File: src/rtl/tlc_pkg.sv
package tlc_pkg;
  localparam int STATE_W = 2;
  localparam int LAMP_W  = 2;

  typedef enum logic [STATE_W-1:0] {
    ST_A_GO   = 2'b00,
    ST_A_WARN = 2'b01,
    ST_B_GO   = 2'b10,
    ST_B_WARN = 2'b11
  } tlc_state_e;

  typedef enum logic [LAMP_W-1:0] {
    LAMP_GO   = 2'b00,
    LAMP_WARN = 2'b01,
    LAMP_STOP = 2'b10
  } lamp_e;
endpackage

File: src/rtl/tlc_step.sv
module tlc_step
  import tlc_pkg::*;
#(
  parameter bit EQUATION_FORM = 1'b1
) (
  input  logic [STATE_W-1:0] cur,
  input  logic               sense_a,
  input  logic               sense_b,
  output logic [STATE_W-1:0] nxt
);
  generate
    if (EQUATION_FORM) begin : g_eq
      // reduced flip-flop input equations for the fixed state encoding
      always_comb begin
        nxt[1] = cur[1] ^ cur[0];
        nxt[0] = (~cur[1] & ~cur[0] & ~sense_a) | (cur[1] & ~cur[0] & ~sense_b);
      end
    end else begin : g_tab
      always_comb begin
        case (cur)
          ST_A_GO:   nxt = sense_a ? ST_A_GO : ST_A_WARN;
          ST_A_WARN: nxt = ST_B_GO;
          ST_B_GO:   nxt = sense_b ? ST_B_GO : ST_B_WARN;
          default:   nxt = ST_A_GO;
        endcase
      end
    end
  endgenerate
endmodule

File: src/rtl/tlc_lamp_map.sv
module tlc_lamp_map
  import tlc_pkg::*;
(
  input  logic [STATE_W-1:0] st,
  output logic [LAMP_W-1:0]  lamp_a,
  output logic [LAMP_W-1:0]  lamp_b
);
  always_comb begin
    lamp_a = {st[1], ~st[1] & st[0]};
    lamp_b = {~st[1], st[1] & st[0]};
  end
endmodule

File: src/rtl/tlc_two_road.sv
module tlc_two_road
  import tlc_pkg::*;
#(
  parameter bit EQUATION_FORM = 1'b1
) (
  input  logic              clk,
  input  logic              rst,
  input  logic              sense_a,
  input  logic              sense_b,
  output logic [LAMP_W-1:0] lamp_a,
  output logic [LAMP_W-1:0] lamp_b
);
  logic [STATE_W-1:0] state_q;
  logic [STATE_W-1:0] state_d;
  logic [LAMP_W-1:0]  la_d;
  logic [LAMP_W-1:0]  lb_d;

  tlc_step #(.EQUATION_FORM(EQUATION_FORM)) u_step (
    .cur     (state_q),
    .sense_a (sense_a),
    .sense_b (sense_b),
    .nxt     (state_d)
  );

  // lamps decoded from the next state and registered with it
  tlc_lamp_map u_map (
    .st     (state_d),
    .lamp_a (la_d),
    .lamp_b (lb_d)
  );

  always_ff @(posedge clk) begin
    if (rst) begin
      state_q <= ST_A_GO;
      lamp_a  <= LAMP_GO;
      lamp_b  <= LAMP_STOP;
    end else begin
      state_q <= state_d;
      lamp_a  <= la_d;
      lamp_b  <= lb_d;
    end
  end
endmodule

File: config.mk
export PLATFORM = sky130hd
export DESIGN_NAME = tlc_two_road
export DESIGN_NICKNAME = d
export VERILOG_FILES = /design/src/rtl/tlc_pkg.sv /design/src/rtl/tlc_step.sv /design/src/rtl/tlc_lamp_map.sv /design/src/rtl/tlc_two_road.sv
export SDC_FILE = /design/constraint.sdc
export NUM_CORES = 1
export LEC_CHECK = 0
export BUFFER_PORTS_ARGS = -buffer_cell sky130_fd_sc_hd__buf_4
export CORE_AREA = 2 2 39 41
export CTS_CLUSTER_SIZE = 40
export DETAILED_ROUTE_END_ITERATION = 6
export DIE_AREA = 0 0 41 43
export PLACE_DENSITY = 0.3
export RECOVER_POWER = 50
export SYNTH_ARGS = -nofsm -noshare
export SYNTH_HDL_FRONTEND = slang
export SYNTH_SLANG_ARGS = --single-unit
File: constraint.sdc
create_clock -name clk -period 1 [get_ports clk]
set_clock_uncertainty 0.05 [all_clocks]
set_input_delay 0.05 -clock clk [delete_from_list [all_inputs] [get_ports clk]]
set_output_delay 0.05 -clock clk [all_outputs]
set_load 0.005 [all_outputs]
==> run summary <==
Hold EP = lamp_b[0]
Vias in the first global route = 146
Critical path buffer and inverter count = 2
Largest cells by area after synthesis = dfxtp_1, ha_1, nor2b_4, a211oi_2, nand2b_1
Vias per cell = 3.22
Comb pwr share = 0.247
# clock sinks = 5
CP Cell Sequence = inv_2, ha_4, nor2b_4, inv_2, a21oi_2
WHS Path Cells = 3
Ant diodes = 0
CTS Buf Count = 3
Yosys cell types = 9
Post-synth top area share = 0.519
Final period utilization = 1.03
Remaining Overflow, GRT = 0
Peak VDD IR = 0.617 mV
Residual DRC = 0
RSZ-0062 raised after global routing = true
Max-cap violations = 0
Worst Path Max Fanout = 3
Status = finished with violations
Synth Flop Type = dfxtp_1
RR Startpoint = lamp_a[1]
Clock-pin slew on the worst setup and hold paths = 40 ps
Max_slew headroom = 0.901
Total power density per cell area = 1800 nW/µm²
Seq/Total Area, Yosys = 0.519
Synth top cells by count = dfxtp_1, a21oi_1, ha_1, inv_1, nand2b_1
Actual slew at the worst max-slew pin = 148 ps
Net count of the finished layout = 37
Post-synth top area cell = dfxtp_1
Most common cell in the netlist = dfxtp_1
Max-slew violation count = 0
Post-synth ARST share = 0
Worst Path Required = 1120 ps
R2r setup slk = -30 ps
Synth warn = 0
CTS Buffer Depth = 2
Crit path from = lamp_a[1]
Syn Area/Cell = 11.3 µm²
Worst path depth = 5
Largest net degree at the start of global routing = 4
Delay-heaviest family, CP = flip-flops
Initial drt markers = 0
Syn Std Cell Area = 193 µm²
Worst setup EP type = flop
Worst reg-to-reg path cell count = 5
Pleak = 0.000151 µW
Detailed Route WL = 356 µm
Hold path startpoint = sense_a
Worst Path Arrival = 1160 ps
Initial core utilization = 0.139
Port-buffer cells = 7
Root Buffer = clkbuf_4
Routability cong. = 0.598
Routed len/inst = 7.74 µm
Number of synthesized register bits = 5
Setup ws final = -31.3 ps
Crit-path slowest cell = dfxtp_2
Clk_lat worst skew = 240 ps
TritonCTS clock tree = built
Crit Path Category = flop to flop
Slowest stage delay, CP = 340 ps
Most frequent CP cell = inv_2
Util after Layout = 0.247
First-pass GRT wire length = 572 µm
Synth Instances = 17
Detailed-route via count = 148
Sw frac = 0.238
Initial antenna violation count = 0
Failing checks = setup timing
Post-DRT Antenna Nets = 0
Layout area overhead = 77.3%
Die area = 1760 µm²
EDFF count, synth = 0
Tmin final = 1030 ps
Syn nets = 23
Core area = 1380 µm²
Fillers = 140
Final non-filler cell area = 342 µm²
Maximum operating frequency = 0.970 GHz
Class of the tightest hold or removal check = input pin to flop
H-tree depth = 1
Seq pwr share = 0.381
Int Power = 469 µW
Die W = 41 µm
FF-to-FF End = lamp_b[0]
Dpl cells = 40
Placed Area = 279 µm²
# rows = 14
Net Switching = 146 µW
Final Hold Viols = 0
Clock power frac = 0.373
Fin cells = 46
Post-route setup TNS = -48.3 ps
TritonRoute pass-1 iters = 1
Final setup vio count = 2
Layout cell share with drive strength beyond 1 = 0.733
CP Launch Type = flop
Chip Height = 43 µm
Total GRT Usage = 0.0572
Io pins = 8
Hold Slack = 53.7 ps
-- per-stage QoR --
stage,total power [µW],worst slack (ps)
after floorplan,308,15.9
after global placement,357,-43.0
after detailed placement,358,-27.2
after CTS,607,-37.4
after global routing,674,-96.4
final,615,-31.3
-- registers in the layout (all words and copies together), names as in the netlist --
signal   count
state_q      1
lamp_b       2
lamp_a       2
-- how the worst max path moves through the flow --
| stage | slack, ps | endpoint |
|---|---|---|
| 6_report | -30 | lamp_b[0] |
| 2_1_floorplan | 20 | lamp_b[0] |
| 5_1_grt | -100 | lamp_b[0] |
| 3_3_place_gp | -40 | lamp_b[0] |
| 4_1_cts | -40 | lamp_b[0] |
| 3_5_place_dp | -30 | lamp_b[0] |
-- layout by cell type (no fill, tap or decap), drive strengths merged --
| cell | n |
|---|---|
| a211oi | 1 |
| dlygate4sd3 | 1 |
| inv | 3 |
| buf | 7 |
| a21oi | 2 |
| nor2b | 1 |
| clkbuf | 6 |
| dfxtp | 5 |
| ha | 2 |
| nand2b | 2 |
-- cell type report --
cell class | count | area, µm² | share of cell area
multi-input cells | 8 | 105 | 0.308
flip-flops and latches | 5 | 101 | 0.297
repair buffers | 10 | 77.6 | 0.227
clock buffers | 4 | 26.3 | 0.0769
well taps | 16 | 20.0 | 0.0586
inverters | 3 | 11.3 | 0.0330
-- cell families (layout without fill, tap and decap cells) --
logic type / Yosys count / in the layout / share of synthesized area
AND/OR/NAND/NOR: 3 / 3 / 0.136
AO/OA/AOI/OAI: 3 / 3 / 0.117
buffers and inverters: 4 / 17 / 0.0974
flip-flops: 5 / 5 / 0.520
adder cells (fa/ha/maj): 2 / 2 / 0.130
-- per-layer routing --
layer | vias to the layer above | global-route usage | share of wire
li1 | 78 | - | -
met1 | 64 | 0.0609 | 0.40
met2 | 6 | 0.0531 | 0.48
met3 | 0 | 0.0314 | 0.11
met4 | 0 | 0.100 | 0
met5 | - | 0 | 0
-- tightest hold or removal path: cells and delay by family --
kind            cells  cell delay (ps)
compound gates      1               50
simple gates        1              120
buf+inv             1               80
-- timing repair --
item / in CTS / in global routing
resized for setup: 2 / 2
pin swaps: 1 / 1
endpoints found under the setup margin: 2 / 4
hold endpoints to repair: 4 / 0
hold buffers: 1 / 0
buffers inserted: 0 / 1
-- power by group through the flow --
stage | clock [µW] | sequential (µW) | combinational (µW)
global route | 267 | 237 | 170
global placement | 0 | 237 | 120
detailed placement | 0 | 238 | 120
finish | 229 | 234 | 152
floorplan | 0 | 238 | 69.7
CTS | 245 | 235 | 127
Power figures use the tool's default switching activity.
